===== config.mk =====
export PLATFORM = sky130hd
export DESIGN_NAME = dsadc_serial_seq
export DESIGN_NICKNAME = d
export VERILOG_FILES = /design/src/rtl/dsadc_seq_pkg.sv /design/src/rtl/dsadc_sync2.sv /design/src/rtl/dsadc_conv_timer.sv /design/src/rtl/dsadc_frame_ptr.sv /design/src/rtl/dsadc_serial_seq.sv
export SDC_FILE = /design/constraint.sdc
export NUM_CORES = 1
export LEC_CHECK = 0
export BUFFER_PORTS_ARGS = -buffer_cell sky130_fd_sc_hd__clkbuf_2
export CAP_MARGIN = 20
export CORE_ASPECT_RATIO = 1.5
export CORE_MARGIN = 1.5
export CORE_UTILIZATION = 42
export CTS_CLUSTER_DIAMETER = 50
export DETAILED_ROUTE_END_ITERATION = 10
export GPL_TIMING_DRIVEN = 0
export HOLD_SLACK_MARGIN = 0.15
export SYNTH_ARGS = -nofsm -noshare
export SYNTH_HDL_FRONTEND = slang
export SYNTH_SLANG_ARGS = --single-unit

===== constraint.sdc =====
create_clock -name clk -period 1.8 [get_ports clk]
set_input_delay 0.18 -clock clk [delete_from_list [all_inputs] [get_ports clk]]
set_output_delay 0.18 -clock clk [all_outputs]
set_load 0.1 [all_outputs]

===== src/rtl/dsadc_seq_pkg.sv =====
package dsadc_seq_pkg;
  localparam int PAYLOAD_W = 30;
  localparam int FRAME_W   = PAYLOAD_W + 2;
  localparam int PTR_W     = $clog2(FRAME_W);

  typedef enum logic [1:0] {
    ST_CONV  = 2'd0,
    ST_SLEEP = 2'd1,
    ST_OUT   = 2'd2
  } seq_state_e;

  // Status bit and dummy bit are both zero once a result is ready.
  function automatic logic [FRAME_W-1:0] pack_frame(input logic [PAYLOAD_W-1:0] p);
    return {1'b0, 1'b0, p};
  endfunction
endpackage


===== src/rtl/dsadc_sync2.sv =====
module dsadc_sync2 #(
  parameter int             W    = 1,
  parameter logic [W-1:0]   INIT = '0
) (
  input  logic         clk,
  input  logic         rst_n,
  input  logic [W-1:0] d,
  output logic [W-1:0] q
);
  for (genvar i = 0; i < W; i++) begin : g_bit
    logic meta_q, stable_q;
    always_ff @(posedge clk or negedge rst_n) begin
      if (!rst_n) begin
        meta_q   <= INIT[i];
        stable_q <= INIT[i];
      end else begin
        meta_q   <= d[i];
        stable_q <= meta_q;
      end
    end
    assign q[i] = stable_q;
  end
endmodule


===== src/rtl/dsadc_conv_timer.sv =====
module dsadc_conv_timer #(
  parameter int CYC_SEL0 = 40,
  parameter int CYC_SEL1 = 48
) (
  input  logic clk,
  input  logic rst_n,
  input  logic start,
  input  logic sel,
  output logic busy,
  output logic done
);
  localparam int CYC_MAX = (CYC_SEL0 > CYC_SEL1) ? CYC_SEL0 : CYC_SEL1;
  localparam int CW      = $clog2(CYC_MAX + 1);

  logic [CW-1:0] cnt_q;
  logic [CW-1:0] limit;

  // Limit follows the live select, so a mid-run change only bends this run.
  assign limit = sel ? CW'(CYC_SEL1 - 1) : CW'(CYC_SEL0 - 1);
  assign done  = busy && !start && (cnt_q >= limit);

  always_ff @(posedge clk or negedge rst_n) begin
    if (!rst_n) begin
      busy  <= 1'b1;
      cnt_q <= '0;
    end else if (start) begin
      busy  <= 1'b1;
      cnt_q <= '0;
    end else if (done) begin
      busy  <= 1'b0;
    end else if (busy) begin
      cnt_q <= cnt_q + 1'b1;
    end
  end
endmodule


===== src/rtl/dsadc_frame_ptr.sv =====
module dsadc_frame_ptr
  import dsadc_seq_pkg::*;
(
  input  logic               clk,
  input  logic               rst_n,
  input  logic               load,
  input  logic [FRAME_W-1:0] load_frame,
  input  logic               rewind,
  input  logic               step,
  output logic               bit_out,
  output logic               at_last,
  output logic [PTR_W-1:0]   ptr,
  output logic [FRAME_W-1:0] frame_q
);
  localparam logic [PTR_W-1:0] PTR_TOP = PTR_W'(FRAME_W - 1);

  always_ff @(posedge clk or negedge rst_n) begin
    if (!rst_n) begin
      frame_q <= '0;
      ptr     <= PTR_TOP;
    end else if (load) begin
      frame_q <= load_frame;
      ptr     <= PTR_TOP;
    end else if (rewind) begin
      ptr     <= PTR_TOP;
    end else if (step) begin
      ptr     <= at_last ? PTR_TOP : ptr - 1'b1;
    end
  end

  assign at_last = (ptr == '0);
  assign bit_out = frame_q[ptr];
endmodule


===== src/rtl/dsadc_serial_seq.sv =====
module dsadc_serial_seq
  import dsadc_seq_pkg::*;
#(
  parameter int CYC_SEL0 = 40,
  parameter int CYC_SEL1 = 48
) (
  input  logic                 clk,
  input  logic                 rst_n,
  input  logic                 cs_n,
  input  logic                 sck,
  input  logic                 notch_sel,
  input  logic [PAYLOAD_W-1:0] sample_word,
  output logic                 sdo,
  output logic                 sdo_oe
);
  logic [2:0]         pins_s;
  logic               cs_hi, sck_s, notch_s, sck_d;
  logic               sck_fall;
  seq_state_e         state, state_nx;
  logic               step, rewind, conv_start;
  logic               tim_busy, tim_done;
  logic               bit_out, at_last;
  logic [PTR_W-1:0]   ptr;
  logic [FRAME_W-1:0] frame_q;

  dsadc_sync2 #(.W(3), .INIT(3'b100)) u_sync (
    .clk(clk), .rst_n(rst_n),
    .d({cs_n, sck, notch_sel}),
    .q(pins_s)
  );
  assign cs_hi   = pins_s[2];
  assign sck_s   = pins_s[1];
  assign notch_s = pins_s[0];

  always_ff @(posedge clk or negedge rst_n) begin
    if (!rst_n) sck_d <= 1'b0;
    else        sck_d <= sck_s;
  end
  assign sck_fall = sck_d && !sck_s;

  assign step       = (state == ST_OUT) && !cs_hi && sck_fall;
  assign conv_start = step && at_last;
  assign rewind     = (state == ST_OUT) && cs_hi;

  dsadc_conv_timer #(.CYC_SEL0(CYC_SEL0), .CYC_SEL1(CYC_SEL1)) u_timer (
    .clk(clk), .rst_n(rst_n),
    .start(conv_start), .sel(notch_s),
    .busy(tim_busy), .done(tim_done)
  );

  dsadc_frame_ptr u_frame (
    .clk(clk), .rst_n(rst_n),
    .load(tim_done), .load_frame(pack_frame(sample_word)),
    .rewind(rewind), .step(step),
    .bit_out(bit_out), .at_last(at_last),
    .ptr(ptr), .frame_q(frame_q)
  );

  always_comb begin
    state_nx = state;
    unique case (state)
      ST_CONV:  if (tim_done)   state_nx = ST_SLEEP;
      ST_SLEEP: if (!cs_hi)     state_nx = ST_OUT;
      ST_OUT: begin
        if (cs_hi)           state_nx = ST_SLEEP;
        else if (conv_start) state_nx = ST_CONV;
      end
      default:               state_nx = ST_CONV;
    endcase
  end

  always_ff @(posedge clk or negedge rst_n) begin
    if (!rst_n) state <= ST_CONV;
    else        state <= state_nx;
  end

  assign sdo_oe = !cs_hi;
  assign sdo    = sdo_oe && ((state == ST_CONV) ? tim_busy : bit_out);
endmodule


==> run summary, run 1 <==
The run finished, with violations left. The final reports fail on negative setup slack. The category of the critical setup timing path is reg2out. Across the run, the number of max-cap violations was 0. Before antenna repair, the detailed router went through 4 iterations. The worst-skew pair later-pin latency came out at between 0.2 and 0.3 ns.

The fraction of synthesized cell area taken by the top area cell type is 0.4304. The count of final setup violators is between 40 and 50. Setup repair after global routing could not meet its margin everywhere. In this run the critical register-to-register path is captured at u_frame.frame_q[16]. The area added between synthesis and finish came out at 40.04%. Counting every instance in the synthesized netlist gives 170.

The number of antenna diodes in the final layout is 0. The fraction of synthesized area in multiplexers is 0.2598. Yosys attributes the largest share of cell area to dfrtp_1 (43%), mux2_4 (18%), dfstp_2 (8.4%). The number of max-slew violations in the final report is 0. The adder and majority cell fraction of the synthesized area came out at 0.01502. The number of buffers and inverters on the critical path is 2.

After detailed routing, the number of remaining DRC violations is 0. The global-route wire length before repair came out at about 9200 um. The final core utilization came out at 0.6051.

In the global route stage, met2 resource usage came out at 0.3372. The cell at the root of the clock tree is clkbuf_8. The least setup slack across all paths after layout came out at -0.6841 ns. For hold timing, the worst endpoint is u_sync.g_bit[0].stable_q. The complex-gate fraction of the synthesized area came to 0.05055. The area share of and/or/nand/nor cells after synthesis came out at 0.09810.

The number of cells on the worst hold path came out at 0. Port buffering added 36 buffers. The post-synthesis share of cell area spent on xor and xnor gates came out at 0.02102.

The number of nets at the end of the flow is around 300. The top achievable clock speed is 0.4026 GHz. The required time reported for the critical path endpoint is roughly 1.6 ns. The number of cells on the worst reg-to-reg path is 10.

The deepest level of the CTS H-tree came out at 2. Leaving out fill and tap cells, the most frequent cells in the layout are dfrtp_1 (43), clkbuf_2 (35), dlygate4sd3_1 (34). The static power due to leakage came out at 1.629 nW.

The total chip power came out at ~1.9 mW. The category of the worst setup path capture point is an output port. The library cell used most frequently in the layout, excluding fill and tap cells, is dfrtp_1. In this run, synthesis inferred 0 flip-flops with an integrated enable. The wire length per cell after detailed routing came out at approximately 17 um.

The proportion of synthesized chip area in sequential cells came out at 0.5145. 37 I/O pins were placed. The prevailing post-synth register cell is dfrtp_1. The worst path arrival time is between 2 and 2.5 ns. The highest fanout seen on the critical path is 6. The routability-driven placement congestion ratio is 0.8271. The min-delay analysis places its worst path in the category reg2reg.

The worst pin sits at a relative slew slack of 0.5451. The clock-pin slew on the worst setup and hold paths came out at 0.09 ns. The initial antenna violation count is 0.

The final number of hold-violating endpoints is 0. The average via count per standard cell is approximately 5.0. The clock net in this run drives a total of between 50 and 60 sinks. Across all register-to-register paths, the minimum setup slack is -0.47 ns. The critical-path cell with the highest stage delay is dfstp_2. The total number of placement rows is 34. The initial standard-cell utilization of the core is 0.4321. The floorplan die width is approximately 66 um. The number of buffers on the longest clock path came out at 2. The synthesized design contains 51 register bits. The busiest metal layer after global routing is met2. The post-synthesis area per instance is ~15 sq um. In this run the most critical hold path is launched from u_sync.g_bit[0].meta_q. The final-layout fill cell count came out at 483.

The power density over the cells is about 550 nW/um^2. Traced cell by cell, the critical path runs through buf_8 -> mux4_2 -> nor3_2 -> o41ai_2 -> o221a_4 -> clkbuf_16. For the pin with the worst max-slew slack, the measured transition is just under 0.7 ns. The post-synthesis cell area came out at between 2000 and 2500 sq um. STA classifies the critical path startpoint as a register. The combinational family with the most area after synthesis is multiplexers. The post-synthesis async set-or-reset flop share came out at 1.000. The met3 usage is 0.03592.

The cell family contributing the most delay on the critical path is flip-flops. The area enclosed by the die boundary came out at around 6400 sq um. The count of cell types in the netlist came out at 37.

TritonCTS built the clock tree. The final routed wirelength across all metal layers came out at about 5500 um. The startpoint identified for the worst register-to-register timing path is u_frame.ptr[0]. The DRC marker count from the first detailed-route iteration is 56. The count of synthesis-stage warnings from yosys is 0. The number of buffers added by the clock tree synthesis step is 5. The detailed-route via count came out at ~1700. The number of global-route vias before repair came out at 1919.

The total nets after synthesis came out at approximately 210. In the global route stage, met1 resource usage came out at 0.2225. The maximum resistive drop on vdd is 0.3852 mV. The placeable core area came out at 5786 sq um. The layout cell share with drive strength beyond 1 is 0.4809. On the final layout, the worst clock skew is 0.008739 ns. The total overflow reported by the global router came out at 0. The post-detailed-placement half-perimeter wirelength came out at between 3000 and 4000 um. The largest net degree at the start of global routing is 28.

The final period utilization is 1.380. The largest area contributor in the synthesized netlist is dfrtp_1. The detail route stage leaves a number of antenna-violating nets equal to 0. For this run, the total global-route usage over all layers was measured as 0.1880. The die height is approximately 97 um. The largest incremental delay on the critical path is 0.61 ns. The clock period minus final worst setup slack came out at around 2.5 ns.
metrics by stage:
stage / std cells / setup WS (ns) / cell area [sq um] / setup TNS [ns] / hold WS (ns)
6_report: 334 / -0.6841 / 3501 / -15.32 / 0.3551
3_3_place_gp: 278 / -0.7146 / 2790 / -10.94 / 0.2669
2_1_floorplan: 170 / -0.1910 / 2520 / -4.772 / -0.1156
5_1_grt: 334 / -0.7618 / 3501 / -18.91 / 0.3601
3_5_place_dp: 279 / -0.6715 / 2810 / -11.28 / 0.2635
4_1_cts: 333 / -0.7262 / 3482 / -15.82 / 0.3579
state kept, by name, indices dropped and copies added, names as in the netlist:
name / flops
u_timer.cnt_q: 6
state: 2
u_sync.g_bit.meta_q: 3
u_timer.busy: 1
u_frame.frame_q: 30
u_sync.g_bit.stable_q: 3
u_frame.ptr: 5
sck_d: 1
report_power, final:
group / switching [mW] / internal, mW
registers: 0.00699 / 1.16
logic: 0.0563 / 0.0813
clock network: 0.350 / 0.274
area by class of cell:
type	instances	area, sq um	share of cell area
timing repair buffer	84	754.5	0.2155
clock inverter	1	5.005	0.001430
buffer	5	82.58	0.02359
tap	72	90.09	0.02573
sequential	51	1286	0.3674
multi-input combinational	107	1180	0.3370
clock buffer	7	76.32	0.02180
inverter	7	26.28	0.007505
cell usage after synthesis (all sizes together), types with 3 or more instances:
library cell and count:
nor2 9, xor2 5, nor3 3, a21oi 3, mux2 33, mux4 6, nand2 7, nand4 3
dfrtp 43, buf 5, nand3 7, nor2b 3, ha 3, mux2i 3, inv 7, and3 3
o211ai 3, dfstp 8
cells by family after synthesis:
logic type,Yosys count
buffers and inverters,12
DFF,51
muxes,42
and+or+nand+nor,40
adders and majority gates,3
xor gates and xnor gates,6
AOI/OAI and AO/OA,16
routing by layer:
layer,vias to the layer above,wire length (um)
li1,805,-
met1,842,2242
met2,28,3092
met3,5,141
met4,0,52
met5,-,0
how the worst max path moves through the flow:
stage	end	slack, ns	cells after the start	from
finish	sdo	-0.68	6	u_frame.ptr[0]
detailed placement	sdo	-0.67	6	u_frame.ptr[2]
global placement	sdo	-0.71	6	u_frame.ptr[2]
global route	sdo	-0.76	6	u_frame.ptr[0]
CTS	sdo	-0.73	6	u_frame.ptr[0]
floorplan	sdo	-0.19	5	u_frame.ptr[0]
what timing repair did:
item                                   in CTS  in global routing
cloned                                      3                  0
endpoints found under the hold margin      54                  0
setup buffers                               9                  1
hold buffers                               34                  0
gates resized for setup                    18                  4
setup endpoints to repair                  39                 44
pin swaps                                   5                  4
No activity file was read; power rests on OpenSTA's default activity.
==> run 2: changes to the inputs <==
--- a/config.mk
+++ b/config.mk
@@ -14,6 +14,7 @@
 export DETAILED_ROUTE_END_ITERATION = 10
 export GPL_TIMING_DRIVEN = 0
 export HOLD_SLACK_MARGIN = 0.15
+export REMOVE_ABC_BUFFERS = 1
 export SYNTH_ARGS = -nofsm -noshare
 export SYNTH_HDL_FRONTEND = slang
 export SYNTH_SLANG_ARGS = --single-unit
==> run 2 against run 1 <==
  * The flow still finishes with violations (negative setup slack)
  * Routed wire length decreased by 1.0%
  * Critical path depth decreased by 1
  * Sequential share of layout area decreased by 0.60 points
  * Worst setup slack got worse by 0.073 ns
==> run summary, run 2 (synthesis gave the netlist of run 1 again) <==
The worst setup path is captured at an output port. The initial standard-cell utilization of the core came out at 0.4321 (unchanged). The layout cell share with drive strength beyond 1 came out at 0.5132 (+0.03229). The post-detailed-route DRC marker count came out at 0 (unchanged). The required time reported for the critical path endpoint is 1.62 ns (about the same).

TritonCTS built the clock tree. The number of buffers on the longest clock path is 2 (unchanged). The sink count of the clock tree is 51 (unchanged). The remaining antenna violation count came out at 0 (unchanged). The flow ran to the end, but the final reports show violations. The average via count per standard cell came to 5.080 (+1.0%).

The number of max-slew violations in the final report came out at 0 (unchanged). The final worst clock skew was 0.007902 ns (-0.0008369 ns). The floorplan die width came out at 65.99 um (unchanged).

From synthesis to final layout, the design area changed by 42.79%. Setup repair after global routing could not meet its margin everywhere. The transition time at the pin with the least slew margin is 0.6543 ns (-0.02808 ns). The placeable core area is 5786 sq um (unchanged). The worst path arrival time was 2.38 ns (+0.08 ns). The setup TNS is -19.16 ns (-3.844 ns). The least setup slack across all paths after layout was -0.7573 ns (-0.07321 ns). The final instance count without filler cells is 337 (+0.90%). The post-detailed-placement half-perimeter wirelength was 3081 um (-12%).

The routability-driven placement congestion ratio came out at 0.8269 (about the same). The top achievable clock speed came out at 0.3910 GHz (-2.9%). The number of violations of the max-capacitance limit came to 0 (unchanged). Leaving out fill and tap cells, the most frequent cell in the layout is dfrtp_1. In the layout the commonest cells are dfrtp_1 (43), clkbuf_2 (35), dlygate4sd3_1 (34).

The flip-flop count of the largest register after layout is 30 (unchanged). The final period utilization came out at 1.421 (+0.04067). The number of nets at the end of the flow was 303 (+1.3%).

The global-route wire length before repair is 9156 um (-0.29%). The largest net degree at the start of global routing came out at 28 (unchanged). The number of buffers and inverters on the critical path came to 1 (-1).

The count of pins on the block boundary came to 37 (unchanged). The total overflow reported by the global router came out at 0 (unchanged). The flop-to-flop setup slack came out at -0.64 ns (-0.17 ns).

The highest fanout seen on the critical path is 6 (unchanged). The deepest level of the CTS H-tree is 2 (unchanged). The total instance count after detailed placement is 274 (-1.8%).

The maximum resistive drop on vdd came out at 0.4937 mV (+28%). The tree is rooted in a clkbuf_8. The worst-skew pair later-pin latency is 0.30 ns (about the same). The clock period minus final worst setup slack is 2.557 ns (+0.07321 ns). The clock-pin slew on the worst setup and hold paths was 0.09 ns (about the same). The relative slew slack came to 0.5638 (+0.01872).

The critical-path cell with the highest stage delay is dfstp_4. The number of buffers added by the clock tree synthesis step is 5 (unchanged). The total number of placement rows is 34 (unchanged). The largest registers in the layout are u_frame.frame_q: 30 flops, u_timer.cnt_q: 6 flops, u_frame.ptr: 5 flops. The number of global-route vias before repair was 1874 (-2.3%). The power density over the cells came out at 578.9 nW/um^2 (+5.4%). The final routed wirelength across all metal layers is 5472 um (-1.0%). Broken down by cell family, the worst path's largest delay share belongs to flip-flops.

STA classifies the critical path startpoint as a register. The aggregate global-route resource usage was 0.1893 (+0.001266). The area enclosed by the die boundary came out at 6433 sq um (unchanged). The checks that failed: negative setup slack.

The signal on the critical path passes through mux4_2 -> a221oi_2 -> o41ai_2 -> o221a_2 -> clkbuf_16. The detailed-route via count is 1712 (+1.9%). The die height came out at 97.49 um (unchanged).

The final number of hold-violating endpoints is 0 (unchanged). The min-delay analysis places its worst path in the category reg2reg. The initial antenna violation count came to 0 (unchanged). The wire length per cell after detailed routing came out at 16.24 um (-1.9%). u_frame.frame_q holds more flip-flops than any other register. The largest incremental delay on the critical path is 0.68 ns (+0.07 ns). The final core utilization came out at 0.6170 (+0.01189). The static power due to leakage came to 1.680 nW (+3.1%).

The number of diodes is 0 (unchanged). The category of the critical setup timing path is reg2out. The count of input and output buffers is 36 (unchanged). The count of final setup violators is 44 (+2.3%). The number of iterations in the first detailed-routing pass is 4 (unchanged).

The DRC marker count from the first detailed-route iteration came to 57 (+1.8%).
[run 2: cell types whose count changed in the layout (fill, tap and decap cells not counted), moves of 2 or more]
cell / previous run / this run
buf_6: 3 / 13
nand3_1: 6 / 2
nand3_2: 0 / 3
buf_12: 6 / 4
buf_16: 3 / 1
[run 2: routing by layer]
metal / part of all wire / track usage
met5: 0 / 0
met4: 0.017 / 0.06122
met3: 0.026 / 0.03476
met2: 0.53 / 0.3225
met1: 0.42 / 0.2390
[run 2: power by group]
part | internal, mW | switching [mW]
logic | 0.0812 | 0.0556
registers | 1.16 | 0.00686
clock network | 0.408 | 0.360
total | 1.64 | 0.422
[run 2: worst register-to-register path: stages (launching register included)]
cell	delay, ns
dfstp_4	0.51
buf_6	0.14
buf_6	0.11
buf_6	0.11
inv_4	0.05
ha_4	0.13
nor4b_4	0.28
nand3_4	0.12
buf_6	0.14
and3_4	0.23
buf_6	0.13
buf_6	0.11
mux2_4	0.29
[run 2: path summary, 6_finish.rpt]
kind | from | endpoint | depth (start not counted)
setup / recovery | u_frame.ptr[0] | sdo | 5
hold / removal | u_sync.g_bit[1].meta_q | u_sync.g_bit[1].stable_q | 0
min in group asynchronous | rst_n | u_frame.frame_q[12] | 2
setup reg to reg | u_frame.ptr[0] | u_frame.frame_q[14] | 12
max in group asynchronous | rst_n | u_frame.ptr[3] | 3
hold reg to reg | u_sync.g_bit[1].meta_q | u_sync.g_bit[1].stable_q | 0
[run 2: through the flow]
step | instance area, sq um | setup slack (ns) | hold slack (ns) | total power, mW
2_1_floorplan | 2424 | -0.4062 | -0.1156 | 1.196
3_3_place_gp | 2694 | -0.7820 | 0.2700 | 1.259
3_5_place_dp | 2714 | -0.7868 | 0.2360 | 1.265
4_1_cts | 3492 | -0.7699 | 0.3566 | 2.091
5_1_grt | 3570 | -0.8404 | 0.3609 | 2.157
6_report | 3570 | -0.7573 | 0.3540 | 2.067
[run 2: final cells by class]
class	instances	area, sq um
tap	72	90.09
timing repair buffer	92	824.5
multi-input combinational	108	1234
sequential	51	1290
clock inverter	1	30.03
clock buffer	6	72.57
fill	459	2216
inverter	7	28.78
[run 2: repair_timing]
| item | CTS | global route |
|---|---|---|
| setup buffers | 15 | 8 |
| resized for setup | 33 | 12 |
| pin swaps | 10 | 6 |
| endpoints found under the hold margin | 50 | 0 |
| hold buffers | 34 | 0 |
| endpoints found under the setup margin | 43 | 44 |
| cloned | 2 | 0 |
==> run 3: changes to the inputs <==
==> constraint.sdc (replaced) <==
create_clock -name clk -period 2.8 [get_ports clk]
set_input_delay 0.28 -clock clk [delete_from_list [all_inputs] [get_ports clk]]
set_output_delay 0.28 -clock clk [all_outputs]
set_load 0.1 [all_outputs]
==> run 3 against run 2 <==
  * The flow now finishes without violations
  * Critical path type unchanged
  * Hold slack lost 0.15 ns
  * Flip-flop and latch count is the same
  * Via count shrank 14%
  * Clock skew shrank 0.00079 ns
==> run summary, run 3 (synthesis gave the netlist of run 1 again) <==
The critical path is of the reg2out type. From synthesis to final layout, the design area changed by 16.37%. The run finished with clean final reports. The met2 routing resource usage after global routing is 0.2595 (-0.06294). The relative slew slack is 0.5787 (+0.01490). The global-route wire length before repair came out at 7797 um (-15%). The area after detailed placement was 2714 sq um (unchanged).

In this design, the largest share of critical-path delay is due to flip-flops. The area occupied by registers is 1290 sq um (unchanged). The transition time at the pin with the least slew margin came out at 0.6319 ns (-0.02235 ns).

The top achievable clock speed is approximately 0.37 GHz. The number of iterations in the first detailed-routing pass came out at 4 (unchanged). The final worst clock skew is 0.007109 ns (-0.0007930 ns). The number of diodes came out at 0 (unchanged).

The number of buffers on the longest clock path is 2 (unchanged). The number of violations of the max-capacitance limit came out at 0 (unchanged). The initial antenna violation count came out at 0 (unchanged). The number of buffers and inverters on the critical path was 1 (unchanged). The number of global-route vias before repair came out at 1614 (-14%). The count of input and output buffers came to 36 (unchanged). The average via count per standard cell is 5.087 (+0.13%). The sink count of the clock tree came to 51 (unchanged). In this run the clock root is driven by a clkbuf_8. The routability-driven placement congestion ratio was 0.8269 (unchanged). The DRC marker count from the first detailed-route iteration is 41 (-28%). The total overflow reported by the global router came out at 0 (unchanged). The worst path arrival time is 2.40 ns (+0.02 ns). The largest net degree at the start of global routing came out at 31 (+11%). The required time reported for the critical path endpoint came out at 2.52 ns (+0.90 ns). The count of pins on the block boundary came out at 37 (unchanged). The design internal power is 1.030 mW (-37%). Setup repair after global routing left no endpoint under its margin.

The part of the total power dissipated in combinational logic is 0.042 (-0.024). The final number of hold-violating endpoints came out at 0 (unchanged). The number of buffers added by the clock tree synthesis step is 5 (unchanged). The worst setup path is launched from a register. The die height was 97.49 um (unchanged). The area of the multi-input gates came out at 1135 sq um (-8.0%). The met1 track demand over resource in global routing is 0.2103 (-0.02876). The floorplan die width came out at 65.99 um (unchanged). The area enclosed by the die boundary is 6433 sq um (unchanged). The final worst hold slack came out at 0.2009 ns (-0.1531 ns). The flip-flop count of the largest register after layout was 30 (unchanged). The worst-skew pair later-pin latency is 0.30 ns (about the same). The register with the most flip-flops in the final layout is u_frame.frame_q. The setup TNS came out at 0 ns (+19.16 ns). The placeable core area came out at 5786 sq um (unchanged). The number of max-slew violations in the final report came out at 0 (unchanged). The proportion of total power due to net switching was 0.1999 (-0.004573).

The final routed wirelength across all metal layers was 4404 um (-20%). The layout cell share with drive strength beyond 1 is 0.4815 (-0.03173). The total number of placement rows is 34 (unchanged). The wire length per cell after detailed routing came out at 15.29 um (-5.8%). The highest fanout seen on the critical path was 6 (unchanged).

The post-detailed-placement half-perimeter wirelength came to 3081 um (unchanged). The aggregate global-route resource usage came out at 0.1597 (-0.02960). The initial standard-cell utilization of the core came out at 0.4321 (unchanged). After global routing, the most crowded layer is met2. The final period utilization came out at 0.9582. In the final layout, the registers with the most flip-flops are u_frame.frame_q: 30 flops, u_timer.cnt_q: 6 flops, u_frame.ptr: 5 flops. The met3 usage is 0.03129 (-0.003476). The library cells used most frequently in the layout, excluding fill and tap cells, are dfrtp_1 (43), clkbuf_2 (35), mux2_4 (30). The largest incremental delay on the critical path is 0.68 ns (about the same).

The number of nets at the end of the flow is 254 (-16%). Leaving out fill and tap cells, the most frequent cell in the layout is dfrtp_1. The largest individual stage delay along the critical path comes from the cell dfstp_4. The signal on the critical path passes through mux4_2 -> a221oi_2 -> o41ai_2 -> o221a_2 -> buf_4.

The detailed-route via count came out at 1465 (-14%). The maximum resistive drop on vdd is 0.2462 mV (-50%). The deepest level of the CTS H-tree came out at 2 (unchanged). The switching power came out at 0.2572 mW (-39%). The part of the total power dissipated in the clock network came out at 0.378 (+0.006). TritonCTS built the clock tree. The clock-pin slew on the worst setup and hold paths came to 0.09 ns (about the same). The routed design could run at a clock period as short as about 2.7 ns.

The final cell area excluding filler cells is 2909 sq um (-19%). The remaining antenna violation count is 0 (unchanged). The category of the worst setup path capture point is an output port.

The sequential share of power is 0.580 (+0.018). The post-detailed-route DRC marker count came to 0 (unchanged). The final-layout fill cell count came out at 529 (+15%).

The count of final setup violators came out at 0 (-100%). The power density over the cells came out at 442.3 nW/um^2 (-24%). The static power due to leakage came out at 1.391 nW (-17%). In this run the worst hold path is classified as in2reg.
==> run 3: cell count changes in the layout (fill, tap and decap cells not counted), sizes merged <==
cell / before / now
clkbuf: 42 / 41
dlygate4sd3: 34 / 4
buf: 22 / 5
and3: 4 / 3
==> run 3: layer usage <==
layer  share of wire  vias up  wire, um
met5               0        -         0
met4           0.017        0        74
met3           0.032        7       139
met2            0.51       26      2257
met1            0.44      723      1933
li1                -      709         -
==> run 3: worst paths after layout <==
check	end	from	depth (start not counted)	slack, ns
min	u_frame.frame_q[15]	sample_word[15]	2	0.20
max in group asynchronous	u_frame.ptr[3]	rst_n	3	1.63
max	sdo	u_frame.ptr[0]	5	0.12
min reg2reg	u_sync.g_bit[1].stable_q	u_sync.g_bit[1].meta_q	0	0.35
max reg2reg	u_frame.frame_q[16]	u_frame.ptr[0]	8	0.21
min in group asynchronous	u_frame.frame_q[12]	rst_n	2	0.52
==> run 3: final cells by class <==
cell class,instances,share of cell area
flip-flops and latches,51,0.4434
multi-input cells,107,0.3901
repair buffers,44,0.09118
well taps,72,0.03097
clock buffers,6,0.02495
clock inverters,1,0.01032
inverters,7,0.009032
==> run 3: power groups by stage <==
stage | clock network [mW] | logic (mW) | registers [mW]
3_5_place_dp | 0 | 0.0520 | 0.761
4_1_cts | 0.509 | 0.0565 | 0.747
2_1_floorplan | 0 | 0.00828 | 0.760
6_report | 0.486 | 0.0539 | 0.747
5_1_grt | 0.545 | 0.0607 | 0.748
3_3_place_gp | 0 | 0.0483 | 0.761
==> run 3: repair_timing <==
item | CTS | global route
buffers inserted | 3 | 0
gates resized for setup | 2 | 5
setup endpoints to repair | 1 | 1
hold buffers | 4 | 0
endpoints found under the hold margin | 20 | 0
==> run 3: through the flow <==
stage / power [mW] / std cells / setup slack (ns) / utilization
after floorplan: 0.7686 / 165 / 0.5046 / -
after global placement: 0.8093 / 273 / 0.1180 / 0.4656
after detailed placement: 0.8132 / 274 / 0.1132 / 0.4691
after CTS: 1.312 / 288 / 0.009818 / 0.4987
after global routing: 1.353 / 288 / 0.01821 / 0.5028
final: 1.287 / 288 / 0.1169 / 0.5028
==> run 3: worst reg2reg max path: stages (launching register included) <==
cell and delay (ns):
dfstp_4 0.68, buf_4 0.16, buf_4 0.13, inv_1 0.04
ha_1 0.22, nor4b_2 0.19, nand3_4 0.11, and3_4 0.57
mux2_4 0.37
